### config.mk
export PLATFORM = sky130hd
export DESIGN_NAME = hdlc_tx_framer
export DESIGN_NICKNAME = d
export VERILOG_FILES = /design/src/rtl/hdlc_tx_framer.sv
export SDC_FILE = /design/constraint.sdc
export NUM_CORES = 1
export LEC_CHECK = 0
export ABC_AREA = 1
export BUFFER_PORTS_ARGS = -buffer_cell sky130_fd_sc_hd__buf_2
export CELL_PAD_IN_SITES_DETAIL_PLACEMENT = 1
export CELL_PAD_IN_SITES_GLOBAL_PLACEMENT = 1
export CORE_ASPECT_RATIO = 0.8
export CORE_MARGIN = 2
export CORE_UTILIZATION = 45
export CTS_CLUSTER_SIZE = 28
export DETAILED_ROUTE_END_ITERATION = 12
export PLACE_DENSITY = 0.79
export SLEW_MARGIN = 20
export SYNTH_ARGS = -nofsm -noshare
export SYNTH_HDL_FRONTEND = slang
export SYNTH_SLANG_ARGS = --single-unit
### constraint.sdc
create_clock -name clk -period 2.2 [get_ports clk]
set_input_delay 0.11 -clock clk [delete_from_list [all_inputs] [get_ports clk]]
set_output_delay 0.11 -clock clk [all_outputs]
set_load 0.05 [all_outputs]
### src/rtl/hdlc_tx_framer.sv
module hdlc_tx_framer #(
  parameter logic [15:0] CRC_POLY = 16'h8408,
  parameter logic [15:0] CRC_INIT = 16'hFFFF,
  parameter int          RUN      = 5
) (
  input  logic       clk,
  input  logic       rst_n,
  input  logic       mode,
  input  logic       in_valid,
  input  logic [7:0] in_data,
  input  logic       in_last,
  output logic       in_ready,
  output logic       out_valid,
  output logic [7:0] out_data,
  input  logic       out_ready
);
  localparam int        OW   = $clog2(RUN + 1);
  localparam logic [7:0] FLAG = 8'h7E;

  typedef enum logic [2:0] {S_IDLE, S_OFLAG, S_DATA, S_FCS, S_CFLAG, S_PAD, S_XTRA} st_t;

  st_t          st;
  logic [3:0]   idx;
  logic [7:0]   cur;
  logic         cur_last;
  logic [15:0]  crc;
  logic [OW-1:0] ones;
  logic         stf;
  logic         m56;
  logic [6:0]   sh;
  logic [2:0]   bc;
  logic [7:0]   obuf;
  logic         ovld;
  logic         lbit;

  wire frm_idle  = (st == S_IDLE);
  wire room      = !ovld || out_ready;
  wire need_byte = (st == S_DATA) && !stf && (idx == 4'd7) && !cur_last;
  wire start     = frm_idle && (bc == 3'd0) && in_valid && room;
  wire step      = room && !start && !(need_byte && !in_valid);

  assign in_ready  = room && ((frm_idle && bc == 3'd0) || need_byte);
  assign out_valid = ovld;
  assign out_data  = obuf;

  always_comb begin
    if (stf) lbit = 1'b0;
    else
      case (st)
        S_OFLAG, S_CFLAG: lbit = FLAG[idx[2:0]];
        S_DATA:           lbit = cur[idx[2:0]];
        S_FCS:            lbit = ~crc[0];
        default:          lbit = 1'b1;
      endcase
  end

  wire [15:0]   crc_sh   = {1'b0, crc[15:1]};
  wire [15:0]   crc_upd  = (crc[0] ^ lbit) ? (crc_sh ^ CRC_POLY) : crc_sh;
  wire          run_hit  = lbit && (ones == OW'(RUN - 1));
  wire [OW-1:0] ones_nx  = lbit ? ones + 1'b1 : '0;
  wire [7:0]    oct8     = {lbit, sh};
  wire          last_bit = m56 ? (bc == 3'd6) : (bc == 3'd7);
  wire [7:0]    line_oct = m56 ? {1'b1, oct8[7:1]} : oct8;

  always_ff @(posedge clk or negedge rst_n) begin
    if (!rst_n) begin
      st <= S_IDLE;  idx <= '0;  cur <= '0;  cur_last <= 1'b0;
      crc <= CRC_INIT;  ones <= '0;  stf <= 1'b0;  m56 <= 1'b0;
      sh <= '1;  bc <= '0;  obuf <= 8'hFF;  ovld <= 1'b0;
    end else begin
      if (ovld && out_ready) ovld <= 1'b0;
      if (start) begin
        cur <= in_data;  cur_last <= in_last;  m56 <= mode;
        st <= S_OFLAG;  idx <= '0;  crc <= CRC_INIT;  ones <= '0;  stf <= 1'b0;
      end else if (step) begin
        sh <= oct8[7:1];
        bc <= last_bit ? 3'd0 : bc + 3'd1;
        if (last_bit) begin
          obuf <= line_oct;
          ovld <= 1'b1;
        end
        if (stf) begin
          stf  <= 1'b0;
          ones <= '0;
        end else
          case (st)
            S_OFLAG: begin
              idx <= idx + 4'd1;
              if (idx == 4'd7) begin idx <= '0; st <= S_DATA; end
            end
            S_DATA: begin
              crc  <= crc_upd;
              ones <= run_hit ? '0 : ones_nx;
              stf  <= run_hit;
              idx  <= idx + 4'd1;
              if (idx == 4'd7) begin
                idx <= '0;
                if (cur_last) st <= S_FCS;
                else begin cur <= in_data; cur_last <= in_last; end
              end
            end
            S_FCS: begin
              crc  <= crc_sh;
              ones <= run_hit ? '0 : ones_nx;
              stf  <= run_hit;
              idx  <= idx + 4'd1;
              if (idx == 4'd15) begin idx <= '0; st <= S_CFLAG; end
            end
            S_CFLAG: begin
              idx <= idx + 4'd1;
              if (idx == 4'd7) begin
                idx <= '0;
                st  <= last_bit ? S_IDLE : S_PAD;
              end
            end
            S_PAD:   if (last_bit) st <= S_XTRA;
            S_XTRA:  if (last_bit) st <= S_IDLE;
            default: ;
          endcase
      end
    end
  end
endmodule


# ---- After elaboration in Yosys (flattened, before gate mapping)
# Memory sizes are Yosys's and may differ from the RTL's.
# Index checks and enable logic that the tools add are counted.
dict set report totals {
  mem_bits_ro 8
  wordCells 138
  output_inout_bits 10
  mem_count 1
  register_bits 56
}
# memory words width rd rd_ports_with_merged_regs write_ports line_no
set mem_list {}
lappend mem_list {{(name not given)} 8 1 1 0 0 50} ;# S_OFLAG, S_CFLAG: lbit = FLAG[idx[2:0]];
dict set report classes {
  reduce_logical 40
  bitwise 4
  n_mux 57
  order_cmp 1
  addsub 3
  eq_ne 20
}
# cell count
set op_table {}
lappend op_table {{$mux W16} 4}
lappend op_table {{$mux W8} 7}
lappend op_table {{$mux W3} 18}
lappend op_table {{$pmux W16 S2} 1}
lappend op_table {{$mux W4} 5}
lappend op_table {{$eq A3 B3 Y1 const B} 6}
lappend op_table {{$mux W1} 18}
lappend op_table {{$ne A3 B3 Y1 const B} 6}
lappend op_table {{$pmux W3 S6} 1}
lappend op_table {{$logic_and A1 B1 Y1} 12}
lappend op_table {{$reduce_and A10 Y1} 1}
lappend op_table {{$reduce_and A3 Y1} 3}
lappend op_table {{$reduce_bool A3 Y1} 3}
lappend op_table {{$pmux W4 S2} 1}
lappend op_table {{$reduce_bool A7 Y1} 1}
lappend op_table {{$add A3 B1 Y3 const B} 2}
lappend op_table {{$eq A3 B2 Y1 const B} 2}
lappend op_table {{$logic_not A1 Y1} 6}
lappend op_table {{$logic_not A3 Y1} 2}
lappend op_table {{$reduce_bool A2 Y1} 3}
lappend op_table {{$reduce_and A5 Y1} 1}
lappend op_table {{$add A4 B1 Y4 const B} 1}
lappend op_table {{$eq A4 B3 Y1 const B} 1}
lappend op_table {{$eq A4 B4 Y1 const B} 1}
lappend op_table {{14 further kinds} 19}

# ---- Logic depth before layout (Yosys ltp)
# Gate-level depths: netlist of run 1.
dict set report logic_depth {
  ltp_word 10
  depth_mapped 15
  ltp_nobuf 14
}

# ---- Worst setup path after synthesis of run 1
# No wires, ideal clock.
dict set report synth_path {
  path_type {register to register}
  from {register ovld (netlist: out_valid)}
  to {register crc[0]}
  period_less_slack_ps 1864
  arrival_ps 1788
  stages_incl_launch_ff 10
  path_slack_ps 336
  path_cell_list {dfrtp_1 inv_1 nor2_1 inv_1 nand2_4 a21oi_4 o21ai_4 nor2_4 buf_6 a22oi_2}
}
dict set report synth_between {
  elab_chain_len 8
}
# item line_no
set synth_rtl {}
lappend synth_rtl {{start: declaration} 33} ;# logic ovld;
lappend synth_rtl {{start signal: assignment} 69} ;# sh <= '1; bc <= '0; obuf <= 8'hFF; ovld <= 1'b0;
lappend synth_rtl {{start signal: assignment} 71} ;# if (ovld && out_ready) ovld <= 1'b0;
lappend synth_rtl {{start signal: assignment} 80} ;# ovld <= 1'b1;
lappend synth_rtl {{$logic_not A1 Y1 *} 37} ;# wire room = !ovld || out_ready;
lappend synth_rtl {{$logic_or A1 B1 Y1 *} 37}
lappend synth_rtl {{$logic_and A1 B1 Y1} 39} ;# wire start = frm_idle && (bc == 3'd0) && in_valid && room;
lappend synth_rtl {{$logic_not A1 Y1} 40} ;# wire step = room && !start && !(need_byte && !in_valid);
lappend synth_rtl {{$logic_and A1 B1 Y1 (2 in a row)} 40}
lappend synth_rtl {{$reduce_bool A2 Y1 (no source line)} -}
lappend synth_rtl {{$reduce_and A3 Y1 (no source line)} -}
lappend synth_rtl {{end signal: assignment} 92} ;# crc <= crc_upd;
lappend synth_rtl {{end signal: assignment} 103} ;# crc <= crc_sh;
lappend synth_rtl {{end: declaration} 26} ;# logic [15:0] crc;
# Every way passes the cells marked *; elsewhere a longest branch is shown, timed or not.
# A chain may end at the register's enable or synchronous reset.

# ---- Worst setup path in the final report of run 1
dict set report layout_path {
  from {register bc[0]}
  to {register idx[0]}
}
dict set report layout_between {
  elab_chain_len 9
}
# item line_no
set layout_rtl {}
lappend layout_rtl {{start: declaration} 31} ;# logic [2:0] bc;
lappend layout_rtl {{start signal: assignment} 77} ;# bc <= last_bit ? 3'd0 : bc + 3'd1;
lappend layout_rtl {{$logic_not A3 Y1 *} 39}
lappend layout_rtl {{$logic_and A1 B1 Y1 * (3 in a row)} 39}
lappend layout_rtl {{$logic_not A1 Y1} 40}
lappend layout_rtl {{$logic_and A1 B1 Y1 (2 in a row)} 40}
lappend layout_rtl {{$reduce_bool A2 Y1 (no source line)} -}
lappend layout_rtl {{$reduce_and A3 Y1 (no source line)} -}
lappend layout_rtl {{end signal: assignment} 88} ;# idx <= idx + 4'd1;
lappend layout_rtl {{end signal: assignment} 95} ;# idx <= idx + 4'd1;
lappend layout_rtl {{end signal: assignment} 106} ;# idx <= idx + 4'd1;
lappend layout_rtl {{end: declaration} 23} ;# logic [3:0] idx;
# Marked as above.

==> impl_metrics.csv, run 1 <==
group,metric,value,unit
clocking,clk_latency,0.31,ns
sta,fin_skew,0.00850,ns
detailed_routing,drt-initial-drc-count,112,
logic_synthesis,avgSynthCellArea,8.98,um2
sta,tightestPinTransition,0.614,ns
detailed_routing,wl_per_cell,15.6,um
floorplan,die_w,94.6,um
detailed_routing,wirelength,6.95,mm
place,detailed_place_hpwl,4.91,mm
worst_setup_path,worstPathMaxFanout,8,
global_routing,grt_antenna_before_repair,0,
layout,multiInputGateArea,1260,um2
logic_synthesis,synth_warnings,0,
sta,finalSetupTns,0,ns
global_routing,gr-usage-all-layers,0.205,
detailed_routing,drc,0,
layout,finish.cell_count_without_fillers,446,
worst_setup_path,worst-setup-path-type,"reg2reg",
layout,antennaDiodeCount,0,
global_routing,grt_overflow,0,
worst_setup_path,cp-start-kind,"register",
place,cell_count_after_placement,436,
worst_setup_path,critical_path_buf_inv_count,2,
worst_setup_path,worst_ep_required_time,2.43,ns
pwr,post-layout-total-power,0.00298,W
sta,final_max_slew_viol_count,0,
worst_setup_path,cpLargestDelayFamily,"simple AND/OR/NAND/NOR gates",
sta,finalHoldWorstSlack,-0.000144,ns
layout,syn2layout_area_growth,13.6,%
logic_synthesis,synth.ff_latch_count,56,
floorplan,num_rows,26,
pwr,static-leakage-power,1.71,nW
layout,postLayoutCoreUtil,0.526,
logic_synthesis,compound_cell_area_share_of_the_yosys_netlist,0.171,
logic_synthesis,main_flop_type_after_synthesis,"dfstp_2",
clocking,ctsHtreeMaxLevel,2,
sta,setup_viol,0,
sta,timing_hold_violations_final,1,
worst_setup_path,critPathArrivalTime,2.32,ns
sta,period_share,0.949,
worst_setup_path,critical-path-slowest-cell,"dfrtp_1",
place,gp_congestion,0.817,
place,port_buffers,23,
detailed_routing,detailed_route_via_count,2323,
layout,nets,381,
floorplan,pin_count,24,
layout,fill_cells,773,
sta,relSlewSlack,0.590,
sta,peak_clock_frequency_supported_by_timing,479,MHz
clocking,cts_root_buffer_type,"clkbuf_8",
layout,sequential_cell_area,1440,um2
logic_synthesis,synth_top_family_by_area,"simple AND/OR/NAND/NOR gates",
global_routing,grt_start_max_net_pins,35,
worst_hold_path,holdCritPathClass,"in2reg",
outcome,violated_checks,"hold timing",
logic_synthesis,synth-xor-area-share,0.00296,
logic_synthesis,synth_cells,329,
logic_synthesis,synthesis.nets,349,
floorplan,core_area,6380,um2
floorplan,fp.dieArea,7240,um2
floorplan,floorplan.initialDensity,0.464,
logic_synthesis,post_synth_num_cell_types,38,
logic_synthesis,synthSimpleGateAreaFrac,0.210,
logic_synthesis,netlist_area,2960,um2
clocking,cts_tree,"yes",
logic_synthesis,post-synth-top-area-cell,"dfstp_2",
floorplan,fp.dieH,76.5,um
worst_setup_path,slowest_delay,0.42,ns
layout,post_route_cells_drive_above_1_share,0.298,
worst_setup_path,timing.critical_path.to_type,"register",
clocking,clk_pin_slew_worst_paths,0.10,ns
pwr,cellPowerDensity,888,nW/um2
global_routing,grt_pass1_vias,2424,
logic_synthesis,adder_cell_share_of_the_synthesized_area,0.0254,
logic_synthesis,post_synthesis_mux_area_share,0.0102,
outcome,status,"finished with violations",
detailed_routing,drt-vias-per-instance,5.21,
sta,finalWorstPathRequiredPeriod,2.09,ns
worst_setup_path,rrSetupSlack,0.11,ns
pwr,ir_worst_vdd,0.592,mV
run,maxCapViolations,0,
detailed_routing,drtPass1Iterations,4,
global_routing,grt_pass1_wl,11.7,mm
sta,rsz0062_at_grt,"no",
logic_synthesis,async_reset_ff_frac,1.00,
clocking,max-clock-path-buffers,2,
logic_synthesis,synth_seq_area_share,0.487,
logic_synthesis,number_of_enable_flip_flop_cells_after_synthesis,0,
logic_synthesis,netlist.area_leader.share,0.276,
clocking,clock_sinks,56,
detailed_routing,ant_nets,0,
clocking,numCtsBuffers,5,
logic_synthesis,top_cells_by_area_in_the_synthesized_netlist,"dfstp_2 (28%), dfrtp_1 (21%), nand2_1 (8.9%)",
worst_setup_path,critical_path.cell_chain,"inv_1 -> ha_1 -> nand2_1 -> nor2_4 -> nand2_4 -> nor2_8 -> buf_4 -> o21a_1 -> nand4_1 -> o21ai_0",
[final timing paths]
kind	startpoint	end	depth (start not counted)
worst max-delay path	bc[0]	idx[0]	10
worst min-delay path	in_data[1]	cur[1]	3
worst max register to register	bc[0]	idx[0]	10
worst min register to register	out_data[6]	out_data[6]	2
max in group asynchronous	rst_n	sh[0]	3
min in group asynchronous	rst_n	cur[7]	2
[cells by family after synthesis]
logic type               count (synthesis)
flip-flops                              56
AND/OR/NAND/NOR                        128
buffers and inverters                   64
AO/OA/AOI/OAI                           71
XOR/XNOR                                 1
multiplexers                             3
adder cells (fa/ha/maj)                  6
[synthesized netlist by cell type, types with 3 or more instances]
| cell | count |
|---|---|
| nand2_1 | 70 |
| inv_1 | 53 |
| o21ai_0 | 33 |
| dfstp_2 | 31 |
| dfrtp_1 | 25 |
| nand3_1 | 24 |
| nor2_1 | 13 |
| a22oi_2 | 10 |
| a21oi_1 | 6 |
| a22oi_1 | 6 |
| ha_1 | 6 |
| nand4_1 | 5 |
| buf_6 | 4 |
| nand2_4 | 4 |
| nor2_4 | 4 |
| mux2i_1 | 3 |
| o211ai_1 | 3 |
| o21ai_1 | 3 |
[cells in the final DEF, fill, tap and decap left out, types with 5 or more instances in the layout]
cell,Yosys,layout
dfrtp_1,25,22
a22oi_1,6,6
nand3_1,24,23
clkbuf_8,0,7
inv_1,53,53
ha_1,6,6
o21ai_0,33,33
buf_2,1,23
buf_4,0,6
nor2_1,13,13
a21oi_1,6,6
nand4_1,5,5
nand2_1,70,68
dfstp_2,31,31
a22oi_2,10,10
[registers in the layout, summed over array words and instances, names as in the netlist]
register	flops
cur_last	1
st	3
sh	7
out_valid	1
ones	3
bc	3
idx	4
m56	1
stf	1
cur	8
out_data	8
crc	16
[report_power, final]
group / leakage [nW] / switching (W) / internal [W]
combinational: 1.05 / 0.000625 / 0.000237
clock: 0.0627 / 0.000341 / 0.000357
sequential: 0.595 / 0.000124 / 0.00130
total: 1.71 / 0.00109 / 0.00189
[final cells by class]
type / instances / area share
sequential: 56 / 0.430
multi-input combinational: 209 / 0.375
inverter: 57 / 0.0649
timing repair buffer: 32 / 0.0626
clock buffer: 8 / 0.0362
tap: 84 / 0.0313
[per-layer routing]
metal / wire (um) / global-route usage / up-vias
met5: 0 / 0 / -
met2: 3240 / 0.316 / 29
met1: 3420 / 0.291 / 1153
li1: - / - / 1135
met3: 204 / 0.0406 / 6
met4: 72 / 0.0638 / 0
[per-stage QoR]
stage                     area (um2)  worst slack, ns
final                           3360            0.113
after global routing            3360          0.00476
after CTS                       3320          0.00791
after detailed placement        3180          -0.0312
after global placement          3180           0.0415
after floorplan                 2960            0.336
[worst reg2reg max path, delay by kind of cell, from the launching register on]
kind,cells,cell delay (ns)
adder cells (fa/ha/maj),1,0.17
flip-flops,1,0.42
AND/OR/NAND/NOR,5,0.66
buffers and inverters,2,0.33
AO/OA/AOI/OAI,2,0.42
[timing repair]
item | 4_1_cts | 5_1_grt
resized for setup | 2 | 6
endpoints found under the setup margin | 3 | 15
buffers inserted | 0 | 1
hold endpoints to repair | 15 | 0
cloned | 0 | 0
hold buffers | 1 | 0
(Power assumes the default switching activity.)
==> run 2: changes to the inputs <==
Settings changed: REMOVE_ABC_BUFFERS set to 1.
==> run 2 against run 1 <==
- first-iteration DRC count rose by 2.7%
- the run now ends clean
- critical path type unchanged
- count of clock-buffer cells in the layout fell by 2
- utilization rose by 1.6 points
==> impl_metrics.csv, run 2 (synthesis results as in run 1) <==
group,metric,value,unit
global_routing,grt_pass1_vias,2502,
clocking,clk_pin_slew_worst_paths,0.10,ns
floorplan,pin_count,24,
worst_setup_path,worst-setup-path-type,"reg2reg",
worst_setup_path,worst_ep_required_time,2.45,ns
sta,finalSetupTns,0,ns
worst_setup_path,timing.critical_path.to_type,"register",
floorplan,num_rows,26,
clocking,clock_sinks,56,
floorplan,fp.dieArea,7240,um2
pwr,power_switching,0.00108,W
worst_setup_path,slowest_delay,0.47,ns
floorplan,fp.dieH,76.5,um
pwr,power_switching_share,0.343,
floorplan,core_area,6380,um2
pwr,cellPowerDensity,912,nW/um2
clocking,cts_root_buffer_type,"clkbuf_8",
floorplan,floorplan.initialDensity,0.464,
place,port_buffers,23,
detailed_routing,drc,0,
worst_setup_path,worst_r2r_endpoint,"crc[12]",
global_routing,grt_pass1_wl,12.0,mm
place,dpl_cell_area,3210,um2
worst_setup_path,critical-path-slowest-cell,"dfrtp_2",
global_routing,grt_start_max_net_pins,37,
layout,registers.top_by_ff_count,"crc",
worst_hold_path,hold_path_startpoint,"in_data[3]",
layout,antennaDiodeCount,0,
worst_setup_path,worstPathMaxFanout,11,
worst_setup_path,critPathArrivalTime,2.26,ns
place,cell_count_after_placement,440,
worst_setup_path,critical_path_buf_inv_count,1,
place,detailed_place_hpwl,4.93,mm
sta,rsz0062_at_grt,"yes",
worst_setup_path,cpLargestDelayFamily,"simple AND/OR/NAND/NOR gates",
floorplan,die_w,94.6,um
worst_setup_path,critical_path.cell_chain,"ha_1 -> nand2_1 -> nor2_1 -> nand4_2 -> nand2_4 -> a21oi_4 -> o21ai_4 -> nor2_4 -> buf_4 -> a22oi_2",
sta,setup_viol,0,
layout,finish.cell_count_without_fillers,455,
layout,most_used_cells_in_the_layout_excluding_fill_and_tap_cells,"nand2_1 (69), inv_1 (52), o21ai_0 (33)",
layout,largest_register_ff_count,16,
worst_hold_path,timing.hold.worst_path_depth,3,
sta,period_share,0.914,
worst_setup_path,rrSetupSlack,0.19,ns
place,gp_congestion,0.831,
worst_setup_path,reg2reg_depth,10,
pwr,seq_power_share,0.446,
layout,postLayoutCoreUtil,0.542,
detailed_routing,drtPass1Iterations,5,
layout,post_route_cells_drive_above_1_share,0.305,
clocking,ctsHtreeMaxLevel,2,
clocking,numCtsBuffers,5,
clocking,cts_tree,"yes",
sta,timing_hold_violations_final,0,
layout,nets,390,
sta,fin_skew,0.00496,ns
sta,finalWorstPathRequiredPeriod,2.01,ns
global_routing,grt_overflow,0,
run,maxCapViolations,0,
layout,finalInstanceArea,3460,um2
detailed_routing,drt-vias-per-instance,5.13,
worst_setup_path,regToRegStartpoint,"idx[0]",
sta,tightestPinTransition,0.512,ns
sta,final_max_slew_viol_count,0,
sta,peak_clock_frequency_supported_by_timing,497,MHz
detailed_routing,wirelength,6.80,mm
worst_hold_path,whs_endpoint,"cur[3]",
worst_hold_path,holdCritPathClass,"in2reg",
global_routing,gr-usage-all-layers,0.211,
detailed_routing,ant_nets,0,
sta,finalHoldWorstSlack,0.00372,ns
pwr,power.share.combinational,0.277,
layout,syn2layout_area_growth,16.9,%
pwr,power_frac_clock,0.278,
worst_setup_path,cp-start-kind,"register",
pwr,ir_worst_vdd,0.536,mV
detailed_routing,wl_per_cell,14.9,um
clocking,max-clock-path-buffers,2,
layout,mostFrequentLayoutCell,"nand2_1",
detailed_routing,detailed_route_via_count,2336,
sta,relSlewSlack,0.659,
global_routing,grt_antenna_before_repair,0,
clocking,clk_latency,0.32,ns
detailed_routing,drt-initial-drc-count,115,
pwr,cellInternalPower,0.00207,W
outcome,status,"complete, no violations",
pwr,static-leakage-power,1.74,nW
==> run 2: cell type report <==
class                      instances  area (um2)
fill                             774        2920
tap                               84         105
multi-input combinational        209        1250
clock inverter                     2        60.1
clock buffer                       6        93.8
inverter                          57         220
timing repair buffer              41         278
sequential                        56        1440
==> run 2: metrics by stage <==
stage               total power, W  setup WS, ns
finish                     0.00315         0.189
global route               0.00335      -0.00895
CTS                        0.00318       0.00901
detailed placement         0.00229        0.0496
global placement           0.00225         0.132
floorplan                  0.00204         0.218
==> run 2: routing by layer <==
metal  share of wire  track usage  up-vias
li1                -            -     1156
met1            0.49        0.298     1147
met3           0.027       0.0336        8
met2            0.47        0.335       25
met5               0            0        -
met4           0.012       0.0638        0
==> run 2: how the worst max path moves through the flow <==
stage / slack (ns) / start / to / cells after the start
after global routing: -0.009 / idx[0] / out_data[2] / 9
after global placement: 0.13 / idx[0] / crc[3] / 14
after CTS: 0.009 / idx[0] / crc[3] / 14
final: 0.19 / idx[0] / crc[12] / 10
after floorplan: 0.22 / out_valid / crc[10] / 8
after detailed placement: 0.05 / idx[0] / crc[3] / 14
==> run 2: repair_timing <==
item / 4_1_cts / 5_1_grt
hold buffers: 6 / 0
resized for setup: 0 / 8
buffers inserted: 0 / 1
endpoints found under the setup margin: 0 / 10
hold endpoints to repair: 18 / 0
==> run 2: worst reg2reg max path, delay by kind of cell (launching register included) <==
kind	cells	cell delay [ns]
DFF	1	0.47
AOI/OAI and AO/OA	3	0.40
buffers and inverters	1	0.21
and+or+nand+nor	5	0.64
adders and majority gates	1	0.23
==> run 2: power by group through the flow <==
stage | combinational, W | sequential (W) | clock [W]
detailed placement | 0.000871 | 0.00142 | 0
global route | 0.000987 | 0.00144 | 0.000927
finish | 0.000872 | 0.00140 | 0.000875
CTS | 0.000884 | 0.00140 | 0.000897
global placement | 0.000841 | 0.00141 | 0
floorplan | 0.000355 | 0.00168 | 0
